--- src/rtl/cfgr_pkg.sv ---
package cfgr_pkg;
    localparam int MODE_W = 3;

    typedef enum logic [MODE_W-1:0] {
        M_SER_PROM  = 3'd0,
        M_SER_UP    = 3'd1,
        M_SMAP_PROM = 3'd2,
        M_SMAP_UP   = 3'd3,
        M_SLV_SER   = 3'd4,
        M_JTAG      = 3'd5,
        M_SMAP      = 3'd6,
        M_EXT       = 3'd7
    } cfg_mode_e;

    localparam logic [MODE_W-1:0] PINS_SER_MASTER  = 3'b000;
    localparam logic [MODE_W-1:0] PINS_SMAP_MASTER = 3'b011;
    localparam logic [MODE_W-1:0] PINS_JTAG        = 3'b101;
    localparam logic [MODE_W-1:0] PINS_SMAP_SLAVE  = 3'b110;
endpackage

--- src/rtl/cfgr_sync.sv ---
module cfgr_sync #(
    parameter int          W       = 8,
    parameter int          STAGES  = 2,
    parameter logic [W-1:0] RST_VAL = '0
) (
    input  logic         clk,
    input  logic         rst_n,
    input  logic [W-1:0] din,
    output logic [W-1:0] dout
);
    logic [STAGES-1:0][W-1:0] stg_d, stg_q;

    always_comb begin
        stg_d[0] = din;
        for (int i = 1; i < STAGES; i++) begin
            stg_d[i] = stg_q[i-1];
        end
    end

    always_ff @(posedge clk or negedge rst_n) begin
        if (!rst_n) begin
            stg_q <= {STAGES{RST_VAL}};
        end else begin
            stg_q <= stg_d;
        end
    end

    assign dout = stg_q[STAGES-1];
endmodule

--- src/rtl/cfgr_mode_ctrl.sv ---
module cfgr_mode_ctrl
    import cfgr_pkg::*;
#(
    parameter int DATA_W = 8,
    parameter int ID_W   = 2
) (
    input  logic              clk,
    input  logic              rst_n,
    input  logic [MODE_W-1:0] mode_s,
    input  logic [ID_W-1:0]   id_s,
    input  logic              prog_s,
    input  logic              done_s,
    input  logic              init_s,
    input  logic              dll_s,
    input  logic [DATA_W-1:0] tgt_data_in,
    output logic [MODE_W-1:0] act_mode,
    output logic [ID_W-1:0]   act_id,
    output logic [DATA_W-1:0] led,
    output logic              led_oe
);
    localparam int HOT_W = DATA_W - 1;

    typedef struct packed {
        logic [MODE_W-1:0] mode;
        logic [ID_W-1:0]   id;
        logic [DATA_W-1:0] led;
        logic              led_oe;
    } state_t;

    state_t state_d, state_q;
    logic [HOT_W-1:0] mode_hot;
    logic             apply_sel;

    always_comb begin
        for (int i = 0; i < HOT_W; i++) begin
            mode_hot[i] = (state_q.mode == MODE_W'(i));
        end
    end

    always_comb begin
        state_d   = state_q;
        apply_sel = prog_s || !done_s;
        if (apply_sel) begin
            state_d.mode = mode_s;
            state_d.id   = id_s;
        end
        if (done_s && !prog_s) begin
            state_d.led    = tgt_data_in;
            state_d.led_oe = 1'b1;
        end else if (init_s && !prog_s) begin
            state_d.led    = '0;
            state_d.led_oe = 1'b0;
        end else begin
            state_d.led    = {dll_s, mode_hot};
            state_d.led_oe = 1'b1;
        end
    end

    always_ff @(posedge clk or negedge rst_n) begin
        if (!rst_n) begin
            state_q <= '{mode: M_EXT, id: '0, led: '0, led_oe: 1'b0};
        end else begin
            state_q <= state_d;
        end
    end

    assign act_mode = state_q.mode;
    assign act_id   = state_q.id;
    assign led      = state_q.led;
    assign led_oe   = state_q.led_oe;

    assert_hold_after_done_R1: assert property (@(posedge clk) disable iff (!rst_n)
        (done_s && !prog_s) |=> $stable(state_q.mode) && $stable(state_q.id));

    assert_apply_selector_R1: assert property (@(posedge clk) disable iff (!rst_n)
        (prog_s || !done_s) |=> (state_q.mode == $past(mode_s)));

    assert_led_dark_cfg_R14: assert property (@(posedge clk) disable iff (!rst_n)
        (init_s && !done_s && !prog_s) |=> !led_oe);

    assert_led_hot_R13: assert property (@(posedge clk) disable iff (!rst_n)
        (!init_s && !done_s) |=> $onehot0(led[HOT_W-1:0]) && led_oe);
endmodule

--- src/rtl/cfgr_route.sv ---
module cfgr_route
    import cfgr_pkg::*;
#(
    parameter int DATA_W = 8,
    parameter int ID_W   = 2
) (
    input  logic                  clk,
    input  logic                  rst_n,
    input  logic [MODE_W-1:0]     act_mode,
    input  logic [ID_W-1:0]       act_id,
    input  logic                  tgt_init,
    input  logic                  tgt_done,
    input  logic                  tgt_cclk_in,
    input  logic [DATA_W-1:0]     tgt_data_in,
    input  logic [DATA_W-1:0]     prom_data,
    input  logic                  up_cclk,
    input  logic [DATA_W-1:0]     up_data_in,
    input  logic [(1<<ID_W)-1:0]  up_cs,
    input  logic                  up_rdwr,
    input  logic [MODE_W-1:0]     up_mode,
    input  logic                  dn_init,
    input  logic                  dn_done,
    output logic [MODE_W-1:0]     tgt_mode,
    output logic                  tgt_mode_oe,
    output logic                  tgt_cs,
    output logic                  tgt_cs_oe,
    output logic                  tgt_rdwr,
    output logic                  tgt_rdwr_oe,
    output logic                  tgt_cclk,
    output logic                  tgt_cclk_oe,
    output logic [DATA_W-1:0]     tgt_data_out,
    output logic                  tgt_data_oe,
    output logic [DATA_W-1:0]     up_data_out,
    output logic                  up_data_oe,
    output logic                  up_init,
    output logic                  up_done,
    output logic                  dn_cclk,
    output logic                  dn_cclk_en,
    output logic [DATA_W-1:0]     dn_data,
    output logic [DATA_W-1:0]     dn_data_en
);
    localparam logic [DATA_W-1:0] MASK_SERIAL = DATA_W'(1);
    localparam logic [DATA_W-1:0] MASK_WIDE   = {DATA_W{1'b1}};

    logic              chip_sel;
    logic              readback;
    logic              from_prom;
    logic [DATA_W-1:0] src_data;
    logic [DATA_W-1:0] fwd_mask;

    always_comb begin
        chip_sel  = !up_cs[act_id];
        from_prom = (act_mode == M_SER_PROM) || (act_mode == M_SMAP_PROM);
        src_data  = from_prom ? prom_data : up_data_in;
        readback  = (act_mode == M_SMAP) && !up_rdwr;
        up_init   = tgt_init && dn_init;
        up_done   = tgt_done && dn_done;
    end

    always_comb begin
        tgt_mode     = '0;
        tgt_mode_oe  = 1'b0;
        tgt_cs       = 1'b0;
        tgt_cs_oe    = 1'b0;
        tgt_rdwr     = 1'b0;
        tgt_rdwr_oe  = 1'b0;
        tgt_cclk     = 1'b0;
        tgt_cclk_oe  = 1'b0;
        tgt_data_out = '0;
        tgt_data_oe  = 1'b0;
        up_data_out  = '0;
        up_data_oe   = 1'b0;
        fwd_mask     = '0;

        if (act_mode != M_EXT) begin
            tgt_mode_oe = 1'b1;
            tgt_cs_oe   = 1'b1;
            tgt_rdwr_oe = 1'b1;
            tgt_cs      = up_cs[act_id];
            tgt_rdwr    = up_rdwr;
        end

        case (cfg_mode_e'(act_mode))
            M_SER_PROM: begin
                tgt_mode     = PINS_SER_MASTER;
                tgt_data_out = src_data;
                tgt_data_oe  = 1'b1;
                fwd_mask     = MASK_SERIAL;
            end
            M_SER_UP: begin
                tgt_mode     = up_mode;
                tgt_data_out = src_data;
                tgt_data_oe  = 1'b1;
                fwd_mask     = MASK_SERIAL;
            end
            M_SMAP_PROM: begin
                tgt_mode     = PINS_SMAP_MASTER;
                tgt_cs       = 1'b0;
                tgt_rdwr     = 1'b1;
                tgt_data_out = src_data;
                tgt_data_oe  = 1'b1;
                fwd_mask     = MASK_WIDE;
            end
            M_SMAP_UP: begin
                tgt_mode     = up_mode;
                tgt_data_out = src_data;
                tgt_data_oe  = 1'b1;
                fwd_mask     = MASK_WIDE;
            end
            M_SLV_SER: begin
                tgt_mode     = up_mode;
                tgt_cclk     = up_cclk;
                tgt_cclk_oe  = 1'b1;
                tgt_data_out = src_data;
                tgt_data_oe  = 1'b1;
            end
            M_JTAG: begin
                tgt_mode = PINS_JTAG;
            end
            M_SMAP: begin
                tgt_mode    = PINS_SMAP_SLAVE;
                tgt_cclk    = up_cclk;
                tgt_cclk_oe = 1'b1;
                if (readback) begin
                    if (chip_sel) begin
                        up_data_out = tgt_data_in;
                        up_data_oe  = 1'b1;
                    end
                end else begin
                    tgt_data_out = src_data;
                    tgt_data_oe  = 1'b1;
                end
            end
            default: begin
            end
        endcase
    end

    always_comb begin
        dn_cclk_en = |fwd_mask;
        dn_cclk    = dn_cclk_en ? tgt_cclk_in : 1'b0;
        dn_data_en = fwd_mask;
        dn_data    = src_data & fwd_mask;
    end

    assert_no_unsel_drive_R10: assert property (@(posedge clk) disable iff (!rst_n)
        up_data_oe |-> !up_cs[act_id] && !tgt_data_oe);

    assert_readback_quiet_target_R9: assert property (@(posedge clk) disable iff (!rst_n)
        (act_mode == M_SMAP && !up_rdwr) |-> !tgt_data_oe);

    assert_cs_forced_R4: assert property (@(posedge clk) disable iff (!rst_n)
        (act_mode == M_SMAP_PROM) |-> tgt_cs_oe && !tgt_cs && tgt_rdwr);

    assert_serial_fwd_R7: assert property (@(posedge clk) disable iff (!rst_n)
        (act_mode == M_SER_PROM || act_mode == M_SER_UP) |-> dn_data_en == MASK_SERIAL && dn_cclk_en);

    assert_ext_quiet_R12: assert property (@(posedge clk) disable iff (!rst_n)
        (act_mode == M_EXT) |-> !(tgt_mode_oe || tgt_cs_oe || tgt_rdwr_oe || tgt_cclk_oe
                                  || tgt_data_oe || dn_cclk_en || (|dn_data_en)));

    assert_chain_and_R11: assert property (@(posedge clk) disable iff (!rst_n)
        (up_done |-> tgt_done && dn_done) and (up_init |-> tgt_init && dn_init));
endmodule

--- src/rtl/cfg_route_ctrl.sv ---
module cfg_route_ctrl
    import cfgr_pkg::*;
#(
    parameter int DATA_W      = 8,
    parameter int ID_W        = 2,
    parameter int SYNC_STAGES = 2
) (
    input  logic                 clk,
    input  logic                 rst_n,
    input  logic [2:0]           mode_sel,
    input  logic [ID_W-1:0]      id_sel,
    input  logic                 prog_req,
    input  logic                 dll_locked,
    input  logic                 tgt_init,
    input  logic                 tgt_done,
    input  logic                 tgt_cclk_in,
    input  logic [DATA_W-1:0]    tgt_data_in,
    input  logic [DATA_W-1:0]    prom_data,
    input  logic                 up_cclk,
    input  logic [DATA_W-1:0]    up_data_in,
    input  logic [(1<<ID_W)-1:0] up_cs,
    input  logic                 up_rdwr,
    input  logic [2:0]           up_mode,
    input  logic                 dn_init,
    input  logic                 dn_done,
    output logic [2:0]           tgt_mode,
    output logic                 tgt_mode_oe,
    output logic                 tgt_cs,
    output logic                 tgt_cs_oe,
    output logic                 tgt_rdwr,
    output logic                 tgt_rdwr_oe,
    output logic                 tgt_cclk,
    output logic                 tgt_cclk_oe,
    output logic [DATA_W-1:0]    tgt_data_out,
    output logic                 tgt_data_oe,
    output logic [DATA_W-1:0]    up_data_out,
    output logic                 up_data_oe,
    output logic                 up_init,
    output logic                 up_done,
    output logic                 dn_cclk,
    output logic                 dn_cclk_en,
    output logic [DATA_W-1:0]    dn_data,
    output logic [DATA_W-1:0]    dn_data_en,
    output logic [DATA_W-1:0]    led,
    output logic                 led_oe
);
    localparam int FLAG_W = 4;
    localparam int SYNC_W = MODE_W + ID_W + FLAG_W;
    localparam logic [SYNC_W-1:0] SYNC_RST = {MODE_W'(M_EXT), {ID_W{1'b0}}, {FLAG_W{1'b0}}};

    logic [SYNC_W-1:0] sync_in, sync_out;
    logic [MODE_W-1:0] mode_s, act_mode;
    logic [ID_W-1:0]   id_s, act_id;
    logic              prog_s, done_s, init_s, dll_s;

    assign sync_in = {mode_sel, id_sel, prog_req, tgt_done, tgt_init, dll_locked};

    cfgr_sync #(
        .W       (SYNC_W),
        .STAGES  (SYNC_STAGES),
        .RST_VAL (SYNC_RST)
    ) u_sync (
        .clk   (clk),
        .rst_n (rst_n),
        .din   (sync_in),
        .dout  (sync_out)
    );

    assign {mode_s, id_s, prog_s, done_s, init_s, dll_s} = sync_out;

    cfgr_mode_ctrl #(
        .DATA_W (DATA_W),
        .ID_W   (ID_W)
    ) u_ctrl (
        .clk         (clk),
        .rst_n       (rst_n),
        .mode_s      (mode_s),
        .id_s        (id_s),
        .prog_s      (prog_s),
        .done_s      (done_s),
        .init_s      (init_s),
        .dll_s       (dll_s),
        .tgt_data_in (tgt_data_in),
        .act_mode    (act_mode),
        .act_id      (act_id),
        .led         (led),
        .led_oe      (led_oe)
    );

    cfgr_route #(
        .DATA_W (DATA_W),
        .ID_W   (ID_W)
    ) u_route (
        .clk          (clk),
        .rst_n        (rst_n),
        .act_mode     (act_mode),
        .act_id       (act_id),
        .tgt_init     (tgt_init),
        .tgt_done     (tgt_done),
        .tgt_cclk_in  (tgt_cclk_in),
        .tgt_data_in  (tgt_data_in),
        .prom_data    (prom_data),
        .up_cclk      (up_cclk),
        .up_data_in   (up_data_in),
        .up_cs        (up_cs),
        .up_rdwr      (up_rdwr),
        .up_mode      (up_mode),
        .dn_init      (dn_init),
        .dn_done      (dn_done),
        .tgt_mode     (tgt_mode),
        .tgt_mode_oe  (tgt_mode_oe),
        .tgt_cs       (tgt_cs),
        .tgt_cs_oe    (tgt_cs_oe),
        .tgt_rdwr     (tgt_rdwr),
        .tgt_rdwr_oe  (tgt_rdwr_oe),
        .tgt_cclk     (tgt_cclk),
        .tgt_cclk_oe  (tgt_cclk_oe),
        .tgt_data_out (tgt_data_out),
        .tgt_data_oe  (tgt_data_oe),
        .up_data_out  (up_data_out),
        .up_data_oe   (up_data_oe),
        .up_init      (up_init),
        .up_done      (up_done),
        .dn_cclk      (dn_cclk),
        .dn_cclk_en   (dn_cclk_en),
        .dn_data      (dn_data),
        .dn_data_en   (dn_data_en)
    );

    assert_reset_quiet_R2: assert property (@(posedge clk) disable iff (!rst_n)
        $rose(rst_n) |-> !tgt_data_oe && !led_oe && !dn_cclk_en);
endmodule

--- config.mk ---
export PLATFORM = sky130hd
export DESIGN_NAME = cfg_route_ctrl
export DESIGN_NICKNAME = d
export VERILOG_FILES = /design/src/rtl/cfgr_pkg.sv /design/src/rtl/cfgr_sync.sv /design/src/rtl/cfgr_mode_ctrl.sv /design/src/rtl/cfgr_route.sv /design/src/rtl/cfg_route_ctrl.sv
export SDC_FILE = /design/constraint.sdc
export NUM_CORES = 1
export LEC_CHECK = 0
export CAP_MARGIN = 0
export CORE_AREA = 2 2 67 69
export CTS_CLUSTER_DIAMETER = 60
export DETAILED_ROUTE_END_ITERATION = 10
export DIE_AREA = 0 0 69 71
export GPL_TIMING_DRIVEN = 1
export PLACE_DENSITY = 0.78
export SLEW_MARGIN = 10
export SYNTH_ARGS = -nofsm -noshare
export SYNTH_HDL_FRONTEND = slang
export SYNTH_SLANG_ARGS = --single-unit
--- constraint.sdc ---
create_clock -name clk -period 3.9 [get_ports clk]
set_clock_uncertainty 0.15 [all_clocks]
set_input_delay 0.39 -clock clk [delete_from_list [all_inputs] [get_ports clk]]
set_output_delay 0.39 -clock clk [all_outputs]
set_load 0.02 [all_outputs]
Yosys cells after proc, flatten, opt, wreduce, memory -nomap -nowiden. Cells that the tools add are included.

Input bits: 47. Output and inout port bits: 57. Logic and storage cells: 57. Bits in registers: 32.

Bitwise gates (word level): 1. Equal/unequal tests: 7. Magnitude comparators: 1. Multiplexer cells: 25. Reduce and logical (&&, ||, !) cells: 17.

Operator list (count): 2-to-1 mux 8 bit (5); one-hot mux 8 bit (2 select lines) (2); 2-to-1 mux 9 bit (2); 2-to-1 mux 1 bit (13); one-hot mux 3 bit (4 select lines) (1); == test 3 bit (second input constant) (3); bitwise AND 8 bit (1); OR reduction 8 bit (1); == test 3 x 2 -> 1 bit (second input constant) (2); OR reduction 2 bit (3); logical AND 1 bit (5); OR reduction 5 bit (1); == test 3 x 1 -> 1 bit (second input constant) (1); logical NOT 1 bit (3); logical NOT 3 bit (1); less-than comparator 2 x 3 -> 1 bit (second input constant) (1); != test 3 bit (second input constant) (1); OR reduction 3 bit (1); binary-select mux 1 bit (select 2 bit) (1); logical OR 1 bit (2); one-hot mux 1 bit (2 select lines) (1).

Logic depth before layout (Yosys ltp). Gate-level depths: netlist of the first run.

Depth in word-level cells: 5. Depth in mapped cells: 6. Depth with buffers taken out: 5.

Cells and area by module. From an unflattened synthesis of the first run, not the netlist that was laid out.

Cell total of the unflattened synthesis: 141. Area, all modules: 1632.8 µm².

By module, submodules not included: cfgr_mode_ctrl (area each 685.7 µm², sequential area each 354.1 µm², times used 1, cells an instance 46); cfgr_route (area each 489.2 µm², sequential area each 0.0 µm², times used 1, cells an instance 77); cfgr_sync (area each 457.9 µm², sequential area each 457.9 µm², times used 1, cells an instance 18).

Worst setup path before layout of the first run. No wires, ideal clock.

Kind: input to output. Start point: input up_cs[3]. End point: output up_data_out[0]. Setup slack: 1769 ps. Arrival: 1591 ps. Stages on the path: 3. Required time: 3360 ps. Path buffers: 0. Path through: mux4_2 nor4_4 and2_1.

Word-level cells in the longest chain between the ends: 5.

RTL lines: start, declared (RTL line cfg_route_ctrl.sv:21) `input logic [(1<<ID_W)-1:0] up_cs,`; binary-select mux 1 bit (select 2 bit) (RTL line cfgr_route.sv:52) `chip_sel = !up_cs[act_id];`; 2-to-1 mux 1 bit (not written as such) (RTL line cfgr_route.sv:52); 2-to-1 mux 8 bit (RTL line cfgr_route.sv:125) `if (chip_sel) begin`; 2-to-1 mux 8 bit (RTL line cfgr_route.sv:124) `if (readback) begin`; 2-to-1 mux 8 bit (RTL line cfgr_route.sv:83) `case (cfg_mode_e'(act_mode))`; end, declared (RTL line cfg_route_ctrl.sv:36) `output logic [DATA_W-1:0] up_data_out,`.

Every way passes these cells. The select of a mux whose other input is x is not followed.

Worst setup path in the final report of the first run.
Start point: register u_ctrl.state_q, in the netlist u_ctrl.act_mode[2]. End point: output tgt_data_out[2].

Word-level cells in the longest chain between the ends: 5. Elaborated cells on any way between the ends: 12. Classes of those cells: eq/ne: 5; mux: 3; reduce/logical: 4.

RTL lines: start, declared (RTL line cfgr_mode_ctrl.sv:30) `state_t state_d, state_q;`; start signal, assigned (RTL line cfgr_mode_ctrl.sv:61) `state_q <= '{mode: M_EXT, id: '0, led: '0, led_oe: 1'b0};`; start signal, assigned (RTL line cfgr_mode_ctrl.sv:63) `state_q <= state_d;`; == test 3 x 2 -> 1 bit or logical NOT 3 bit (tied branches) (RTL line cfgr_route.sv:53, cfgr_route.sv:83); logical OR 1 bit (RTL line cfgr_route.sv:53) `from_prom = (act_mode == M_SER_PROM) || (act_mode == M_SMAP_PROM);`; 2-to-1 mux 8 bit (RTL line cfgr_route.sv:54) `src_data = from_prom ? prom_data : up_data_in;`; 2-to-1 mux 8 bit (RTL line cfgr_route.sv:124); one-hot mux 8 bit (2 select lines) (*) (RTL line cfgr_route.sv:83); end, declared (RTL line cfg_route_ctrl.sv:34) `output logic [DATA_W-1:0] tgt_data_out,`.

Every way passes the cells marked *; elsewhere a longest branch is shown, timed or not.

==> flow_metrics.py, run 1 <==
metrics = {
    "synthesis": {
        "synth_compound_area_frac": 0.09762,
        "synth-simple-area-share": 0.1672,
        "ys_warn_count": 0,
        "synth_xor_xnor_area_share": 0,
        "synthesis.nets": 183,
        "ys_seq_area_frac": 0.5509,
        "synth_fa_ha_area_frac": 0,
        "synth-async-reset-ratio": 1.000,
        "ys_seq_elements": 32,
        "synth_area_per_cell_um2": 10.84,
        "yosys-mux-area-fraction": 0.1078,
        "synth-edff-count": 0,
        "synth_cells": 136,
        "synth_top_family_by_area": "simple AND/OR/NAND/NOR gates",
        "ys.flop_type": "dfrtp_1",
        "synth.distinct_cells": 26,
        "syn_area_mm2": 0.001474,
    },
    "routing": {
        "drt-total-wl_mm": 3.703,
        "routedWlPerCell_um": 12.90,
        "via_count": 1319,
        "ant_nets": 0,
        "drt-vias-per-instance": 4.596,
        "drt-pass1-iter-count": 4,
        "drc_errors": 0,
        "dr.first_iter.drc_count": 59,
    },
    "sta": {
        "worst_slew_pin_slew_ns": 0.9472,
        "rsz0062_at_grt": "false",
        "finalHoldViolCount": 0,
        "period_needed_ns": 2.993,
        "slew_headroom": 0.3672,
        "tns_ns": 0,
        "setup_viol": 0,
        "timing.fmax_ghz": 0.3341,
        "finalMaxSlewViolations": 0,
        "hold_ws_ns": 0.1975,
        "period_share": 0.7675,
    },
    "flow_run": {
        "drv_cap": 0,
    },
    "worst_setup_path": {
        "slowest_delay_ns": 0.72,
        "path_cells": "inv_1 -> a21oi_1 -> nor2_1 -> clkdlybuf4s50_1",
        "end_kind": "output port",
        "crit_path_top_delay_cell": "dfstp_2",
        "worstSetupPathType": "reg -> out",
        "worst-path-buf-inv": 2,
        "worstPathArrival_ns": 2.45,
        "start_kind": "flip-flop",
        "cp_num_cells": 4,
        "crit_family": "buffers and inverters",
        "path_max_fanout": 17,
        "reg2reg_depth": 2,
        "worstPathRequired_ns": 3.36,
    },
    "worst_hold_path": {
        "min_path_type": "reg -> reg",
        "hold_depth": 0,
    },
    "grt": {
        "antenna_found_initial": 0,
        "grt_pass1_wl_mm": 6.003,
        "overflow": 0,
        "grt_pass1_vias": 1278,
        "track_usage": 0.1529,
        "grt_max_degree": 28,
    },
    "power_and_ir_drop": {
        "swShare": 0.2675,
        "power.internal_uw": 707.4,
        "ir_worst_vdd_uv": 307.6,
        "pwr-share-seq": 0.388,
        "powerDensity_mw_per_mm2": 370.2,
        "power_leakage_nw": 1.075,
        "power.net_switching_uw": 258.3,
        "pwr-share-comb": 0.284,
        "p_clk_frac": 0.328,
    },
    "run_status": {
        "run_status": "finished clean",
    },
    "clocking": {
        "cts_setup_buffers": 0,
        "clock_latency_ns": 0.27,
        "cts_tree": "yes",
        "ctsRootBufferMaster": "clkbuf_8",
        "clock-sinks": 32,
        "clk_pin_slew_ns": 0.06,
        "cts_max_path_buffers": 2,
        "htree_levels": 2,
        "cts_buffers": 5,
    },
    "floorplan": {
        "die_area_mm2": 0.004899,
        "row_count": 24,
        "die_y_um": 71,
        "coreArea_mm2": 0.004204,
        "initial_utilization": 0.3506,
        "dieWidth_um": 69,
        "io_pins": 104,
    },
    "cells_and_area": {
        "most-common-layout-cells": "102 x clkdlybuf4s50_1, 23 x dfrtp_1, 17 x nor2_1, 12 x nand2_1, 10 x and2_1",
        "num_antenna_cells": 0,
        "drive_gt1_frac": 0.1106,
        "synthToLayoutAreaGrowth_pct": 76.99,
        "post-route-util": 0.6205,
        "nets": 281,
        "final_common_cell": "clkdlybuf4s50_1",
    },
    "place": {
        "dpl.hpwl_mm": 2.980,
        "port-buffer-count": 103,
        "place.gp.congestion": 0.6981,
    },
}
[layout make-up]
| class | instances | area (um^2) |
|---|---|---|
| Tap cell | 52 | 65.06 |
| Clock buffer | 6 | 82.58 |
| Multi-Input combinational cell | 84 | 549.3 |
| Inverter | 6 | 22.52 |
| Clock inverter | 2 | 33.78 |
| Sequential cell | 32 | 812.0 |
| Timing Repair Buffer | 105 | 1044 |
| Fill cell | 366 | 1595 |
[timing repair]
item	in CTS	in global routing
endpoints found under the hold margin	0	18
resized for setup	0	0
hold buffers	0	1
setup endpoints to repair	0	0
[logic make-up after synthesis]
logic type             count (synthesis)
AND/OR/NAND/NOR                       48
buffers and inverters                 20
flip-flops                            32
multiplexers                          14
AO/OA/AOI/OAI                         22
[stage by stage]
step / worst slack [ns] / total power, mW / std cells / instance area (um^2)
floorplan: 1.769 / 0.5097 / 136 / 1474
global placement: 0.9708 / 0.6531 / 278 / 2487
detailed placement: 0.9629 / 0.6578 / 278 / 2487
CTS: 0.9020 / 0.9826 / 286 / 2604
global route: 0.7592 / 1.017 / 287 / 2609
finish: 0.9067 / 0.9658 / 287 / 2609
[synth_stat cells (all sizes together) (2+ instances only)]
library cell	count	area (um^2)
a21oi	5	25.02
a22o	4	35.03
a32o	2	20.02
and2	10	62.56
buf	12	82.57
clkbuf	2	7.510
dfrtp	23	575.6
dfstp	9	236.5
inv	6	22.52
mux2	5	56.30
mux2i	8	80.08
nand2	12	45.04
nor2	18	75.07
nor2b	4	25.02
o21ai	7	35.03
[worst paths after layout]
| path | from | end | slack [ns] |
|---|---|---|---|
| worst max-delay path | u_ctrl.act_mode[2]$_DFFE_PN1N_ | tgt_data_out[2] | 0.91 |
| worst min-delay path | u_sync.stg_d[12]$_DFF_PN0_ | u_sync.dout[3]$_DFF_PN0_ | 0.20 |
| worst max register to register | u_sync.dout[3]$_DFF_PN0_ | u_ctrl.act_id[1]$_DFFE_PN0N_ | 2.11 |
| worst min register to register | u_sync.stg_d[12]$_DFF_PN0_ | u_sync.dout[3]$_DFF_PN0_ | 0.20 |
| max in group asynchronous | rst_n | u_ctrl.act_mode[2]$_DFFE_PN1N_ | 2.52 |
| min in group asynchronous | rst_n | u_ctrl.led_oe$_DFF_PN0_ | 0.49 |
[power groups by stage]
stage	combinational (mW)	clock, mW	sequential [mW]
global route	0.293	0.346	0.378
CTS	0.277	0.330	0.375
detailed placement	0.277	0	0.381
global placement	0.273	0	0.380
finish	0.274	0.317	0.375
floorplan	0.131	0	0.378
[registers in the layout, indices dropped and copies added (netlist names)]
name	cells
u_sync.dout	9
u_ctrl.led	8
u_sync.stg_d	9
u_ctrl.act_mode	3
u_ctrl.led_oe	1
u_ctrl.act_id	2
[layer usage]
layer  GRT usage  part of all wire  up-vias
met3     0.05271             0.071        5
met2      0.2724              0.55       49
met5           0                 0        -
met4     0.05011            0.0073        0
met1      0.1718              0.37      623
li1            -                 -      642
(Power assumes the default switching activity.)
==> run 2: changes to the inputs <==
- CORE_AREA: 2 2 67 69 -> 2 2 68 70
- DIE_AREA: 0 0 69 71 -> 0 0 70 72
- PLACE_DENSITY: 0.78 -> 0.75
- clock period: 3.9 -> 2.82 ns (I/O delays scaled with it)
==> run 2 against run 1 <==
  * Non-clock buffer count is 4 higher
  * Design area increased by 0.72%
  * Clock power up 12%
  * Sequential power up 36%
  * Combinational power up 44%
  * Wire length shrank 0.76%
  * Sequential share of layout area down 0.22 points
  * Via count decreased by 0.23%
  * Critical path depth grew 1
  * Worst hold slack gained 0.00054 ns
  * First-iteration DRC count up 10%
  * Largest power group unchanged
  * Highest routed layer unchanged
==> flow_metrics.py, run 2 (synthesis gave the netlist of run 1 again) <==
metrics = {
    "sta": {
        "setup_viol": 0,
        "timing.fmax_ghz": 0.3685,
        "period_share": 0.9624,
        "slew_headroom": 0.7099,
        "finalHoldViolCount": 0,
        "worst_slew_pin_slew_ns": 0.4351,
        "period_needed_ns": 2.714,
        "rsz0062_at_grt": "false",
        "hold_ws_ns": 0.1980,
        "finalMaxSlewViolations": 0,
        "tns_ns": 0,
    },
    "cells_and_area": {
        "num_antenna_cells": 0,
        "nets": 285,
        "most-common-layout-cells": "102 x clkdlybuf4s50_1, 23 x dfrtp_1, 17 x nor2_1, 11 x nand2_1, 10 x and2_1",
        "post-route-util": 0.6162,
        "drive_gt1_frac": 0.1339,
        "final_common_cell": "clkdlybuf4s50_1",
        "synthToLayoutAreaGrowth_pct": 78.27,
    },
    "floorplan": {
        "row_count": 24,
        "io_pins": 104,
        "die_area_mm2": 0.005040,
        "coreArea_mm2": 0.004264,
        "dieWidth_um": 70,
        "die_y_um": 72,
        "initial_utilization": 0.3457,
    },
    "clocking": {
        "cts_tree": "yes",
        "htree_levels": 2,
        "clock_latency_ns": 0.27,
        "clock-sinks": 32,
        "cts_max_path_buffers": 2,
        "cts_buffers": 5,
        "ctsRootBufferMaster": "clkbuf_8",
        "clk_pin_slew_ns": 0.07,
    },
    "routing": {
        "via_count": 1316,
        "drt-pass1-iter-count": 4,
        "drc_errors": 0,
        "drt-vias-per-instance": 4.522,
        "drt-total-wl_mm": 3.675,
        "routedWlPerCell_um": 12.63,
        "dr.first_iter.drc_count": 65,
        "ant_nets": 0,
    },
    "worst_setup_path": {
        "start_kind": "flip-flop",
        "worstSetupPathType": "reg -> out",
        "worstPathArrival_ns": 2.28,
        "path_max_fanout": 7,
        "path_cells": "mux4_2 -> nor4_4 -> buf_4 -> and2_1 -> clkdlybuf4s50_1",
        "worstPathRequired_ns": 2.39,
        "end_kind": "output port",
        "crit_path_top_delay_cell": "clkdlybuf4s50_1",
        "slowest_delay_ns": 0.59,
    },
    "power_and_ir_drop": {
        "powerDensity_mw_per_mm2": 479.4,
        "total_power_mw": 1.260,
        "power_leakage_nw": 1.100,
        "ir_worst_vdd_uv": 308.1,
    },
    "grt": {
        "antenna_found_initial": 0,
        "grt_pass1_wl_mm": 6.078,
        "grt_pass1_vias": 1291,
        "track_usage": 0.1506,
        "overflow": 0,
        "grt_max_degree": 33,
    },
    "place": {
        "dpl.hpwl_mm": 2.976,
        "port-buffer-count": 103,
        "place.gp.congestion": 0.6871,
    },
    "run_status": {
        "run_status": "finished clean",
    },
    "worst_hold_path": {
        "min_path_type": "reg -> reg",
    },
    "flow_run": {
        "drv_cap": 0,
    },
}
[run 2: changes by cell type in the layout (fill, tap and decap cells not counted)]
cell	previous run	this run
buf_4	1	6
a21oi_1	5	4
a21oi_2	0	1
buf_2	1	0
bufinv_16	1	0
clkbuf_1	0	1
clkinv_1	1	0
clkinvlp_4	0	1
dlygate4sd3_1	1	0
dlymetal6s2s_1	0	1
nand2_1	12	11
nand2_2	0	1
[run 2: cell type report]
| type | instances | area (um^2) |
|---|---|---|
| timing repair buffer | 109 | 1079 |
| fill | 371 | 1637 |
| clock buffer | 7 | 86.33 |
| tap | 52 | 65.06 |
| clock inverter | 1 | 7.507 |
| sequential | 32 | 812.0 |
| inverter | 6 | 22.52 |
| multi-input combinational | 84 | 555.5 |
[run 2: layer usage]
| metal | share of wire | GRT usage | vias to the layer above |
|---|---|---|---|
| met3 | 0.076 | 0.05000 | 5 |
| met4 | 0.014 | 0.04915 | 0 |
| met2 | 0.53 | 0.2688 | 51 |
| met1 | 0.37 | 0.1711 | 609 |
| met5 | 0 | 0 | - |
| li1 | - | - | 651 |
[run 2: path summary, 6_finish.rpt]
kind	from	to	slack, ns	depth (start not counted)
max	u_ctrl.act_id[0]$_DFFE_PN0N_	up_data_out[4]	0.11	5
max reg2reg	u_sync.dout[2]$_DFF_PN0_	u_ctrl.led[5]$_DFF_PN0_	1.40	3
min reg2reg	u_sync.stg_d[12]$_DFF_PN0_	u_sync.dout[3]$_DFF_PN0_	0.20	0
min in group asynchronous	rst_n	u_ctrl.led[7]$_DFF_PN0_	0.24	2
min	u_sync.stg_d[12]$_DFF_PN0_	u_sync.dout[3]$_DFF_PN0_	0.20	0
max in group asynchronous	rst_n	u_ctrl.act_mode[2]$_DFFE_PN1N_	1.96	2
[run 2: timing repair]
| item | in CTS | in global routing |
|---|---|---|
| resized for setup | 0 | 3 |
| hold buffers | 0 | 0 |
| setup buffers | 0 | 1 |
| setup endpoints to repair | 0 | 18 |
[run 2: critical path: cells and delay by family (launching register included)]
| family | cells | cell delay, ns |
|---|---|---|
| simple gates | 2 | 0.30 |
| buf+inv | 2 | 0.77 |
| mux | 1 | 0.55 |
| flops | 1 | 0.38 |
[run 2: per-stage QoR]
stage	instances	area, um^2	setup WS [ns]
finish	291	2628	0.1062
global route	291	2628	0.001851
CTS	290	2611	0.03394
detailed placement	282	2517	0.07125
global placement	282	2517	0.1036
floorplan	136	1474	0.8056
[run 2: where the power goes]
part           internal [mW]  switching [mW]
clock network          0.198           0.157
registers              0.494          0.0164
logic                  0.206           0.188
==> run 3: changes to the inputs <==
- GPL_TIMING_DRIVEN: 1 -> default
- clock period: 2.82 -> 2.72 ns (I/O delays scaled with it)
==> run 3 against run 2 <==
  * Clock-buffer cell count decreased by 1
  * Register-to-register slack got worse by 0.12 ns
  * Wire length increased by 1.6%
  * Final cell count increased by 1.0%
  * Die area unchanged
  * Largest cell class unchanged
==> flow_metrics.py, run 3 (synthesis gave the netlist of run 1 again) <==
metrics = {
    "sta": {
        "setup_ws_ns": 0.1341,
        "finalMaxSlewViolations": 0,
        "setup_viol": 0,
        "rsz0062_at_grt": "false",
        "slew_headroom": 0.7191,
        "worst_slew_pin_slew_ns": 0.4213,
        "timing.fmax_ghz": 0.3867,
        "tns_ns": 0,
        "finalHoldViolCount": 0,
        "period_share": 0.9507,
        "period_needed_ns": 2.586,
    },
    "clocking": {
        "clk_pin_slew_ns": 0.06,
        "cts_buffers": 5,
        "cts_tree": "yes",
        "clock-sinks": 32,
        "cts_max_path_buffers": 2,
        "ctsRootBufferMaster": "clkbuf_8",
        "hold_buffers": 0,
        "clock_latency_ns": 0.27,
        "htree_levels": 2,
    },
    "worst_setup_path": {
        "r2r_end": "u_ctrl.led[5]$_DFF_PN0_",
        "worst-path-buf-inv": 3,
        "crit_family": "buffers and inverters",
        "path_max_fanout": 10,
        "worstSetupPathType": "reg -> out",
        "reg2reg_depth": 3,
        "reg2reg_from": "u_sync.dout[2]$_DFF_PN0_",
        "start_kind": "flip-flop",
        "slowest_delay_ns": 0.63,
        "worstPathRequired_ns": 2.30,
        "path_cells": "inv_1 -> nand2_2 -> inv_1 -> o21ai_0 -> nand2_1 -> clkdlybuf4s50_1",
        "crit_top_cell": "inv_1",
        "worstPathArrival_ns": 2.16,
        "crit_path_top_delay_cell": "dfstp_2",
        "end_kind": "output port",
        "r2r_setup_slack_ns": 1.28,
    },
    "flow_run": {
        "drv_cap": 0,
    },
    "floorplan": {
        "initial_utilization": 0.3457,
        "io_pins": 104,
        "row_count": 24,
        "dieWidth_um": 70,
        "die_area_mm2": 0.005040,
        "die_y_um": 72,
        "coreArea_mm2": 0.004264,
    },
    "routing": {
        "drt-total-wl_mm": 3.734,
        "routedWlPerCell_um": 12.70,
        "via_count": 1360,
        "drt-vias-per-instance": 4.626,
        "drc_errors": 0,
        "dr.first_iter.drc_count": 40,
        "drt-pass1-iter-count": 4,
        "ant_nets": 0,
    },
    "cells_and_area": {
        "num_antenna_cells": 0,
        "drive_gt1_frac": 0.1446,
        "nets": 288,
        "synthToLayoutAreaGrowth_pct": 81.92,
        "most-common-layout-cells": "95 x clkdlybuf4s50_1, 23 x dfrtp_1, 17 x nor2_1, 11 x nand2_1, 10 x and2_1",
        "final_common_cell": "clkdlybuf4s50_1",
    },
    "power_and_ir_drop": {
        "pwr-share-seq": 0.387,
        "pwr-share-comb": 0.301,
        "power.net_switching_uw": 370.4,
        "p_clk_frac": 0.313,
        "swShare": 0.2703,
        "power_leakage_nw": 1.255,
        "power.internal_mw": 1.000,
        "ir_worst_vdd_uv": 343.7,
        "powerDensity_mw_per_mm2": 511.2,
    },
    "place": {
        "port-buffer-count": 103,
        "dpl.hpwl_mm": 2.965,
        "place.gp.congestion": 0.6857,
        "dp_worst_setup_slack_ns": -0.03677,
    },
    "run_status": {
        "run_status": "finished clean",
    },
    "worst_hold_path": {
        "min_to": "u_sync.dout[4]$_DFF_PN0_",
        "min_path_type": "reg -> reg",
        "min_from": "u_sync.stg_d[13]$_DFF_PN0_",
        "hold_depth": 0,
    },
    "grt": {
        "grt_max_degree": 33,
        "grt_pass1_vias": 1292,
        "grt_pass1_wl_mm": 5.982,
        "overflow": 0,
        "track_usage": 0.1474,
        "antenna_found_initial": 0,
    },
}
-- run 3: changes by cell type in the layout (fill, tap and decap cells not counted), sizes merged --
cell           previous run  this run
buf                       6         9
bufinv                    0         1
clkbuf                    7         6
clkdlybuf4s50           102        95
clkinv                    0         1
clkinvlp                  1         0
dlymetal6s2s              1         8
-- run 3: layout make-up --
type / instances / area (um^2)
Clock buffer: 6 / 72.57
Clock inverter: 2 / 35.03
Inverter: 6 / 22.52
Timing Repair Buffer: 112 / 1119
Multi-Input combinational cell: 84 / 555.5
Fill cell: 368 / 1583
Sequential cell: 32 / 812.0
Tap cell: 52 / 65.06
-- run 3: per-layer routing --
metal / track usage / part of all wire / up-vias / wire (um)
met2: 0.2688 / 0.54 / 54 / 2035
met3: 0.04722 / 0.074 / 4 / 275
met5: 0 / 0 / - / 0
met1: 0.1650 / 0.38 / 642 / 1402
li1: - / - / 660 / -
met4: 0.04487 / 0.0056 / 0 / 21
-- run 3: stage by stage --
stage / utilization / hold slack [ns] / cell area, um^2 / total power, mW / instances
after floorplan: - / -0.1736 / 1474 / 0.7308 / 136
after global placement: 0.5904 / 0.1815 / 2517 / 0.9441 / 282
after detailed placement: 0.5904 / 0.1855 / 2517 / 0.9486 / 282
after CTS: 0.6206 / 0.1994 / 2646 / 1.388 / 292
after global routing: 0.6288 / 0.2051 / 2681 / 1.443 / 294
final: 0.6288 / 0.1976 / 2681 / 1.371 / 294
-- run 3: power groups by stage --
| stage | Combinational, mW | Clock, mW | Sequential [mW] |
|---|---|---|---|
| floorplan | 0.188 | 0 | 0.542 |
| global placement | 0.407 | 0 | 0.538 |
| detailed placement | 0.409 | 0 | 0.539 |
| CTS | 0.413 | 0.443 | 0.531 |
| global route | 0.440 | 0.470 | 0.533 |
| finish | 0.412 | 0.429 | 0.530 |
-- run 3: worst max path at each step --
stage | start | end | slack (ns) | depth (start not counted)
2_1_floorplan | u_ctrl.act_id[0]$_DFFE_PN0N_ | up_data_out[0] | 0.72 | 3
3_3_place_gp | up_cs[3] | up_data_out[2] | 0.02 | 5
3_5_place_dp | up_cs[3] | up_data_out[2] | -0.04 | 5
4_1_cts | u_ctrl.act_id[0]$_DFFE_PN0N_ | up_data_out[4] | 0.02 | 5
5_1_grt | u_ctrl.act_mode[2]$_DFFE_PN1N_ | tgt_rdwr | 0.005 | 6
6_report | u_ctrl.act_mode[2]$_DFFE_PN1N_ | tgt_rdwr | 0.13 | 6
-- run 3: repair_timing --
action / 4_1_cts / 5_1_grt
endpoints found under the setup margin: 18 / 12
setup buffers: 2 / 2
resized for setup: 2 / 8
-- run 3: worst register-to-register path, cell delays in order (launching register included) --
cell and delay [ns]:
dfrtp_1 0.40, o21bai_1 0.31, nor2b_1 0.32, a32o_1 0.21
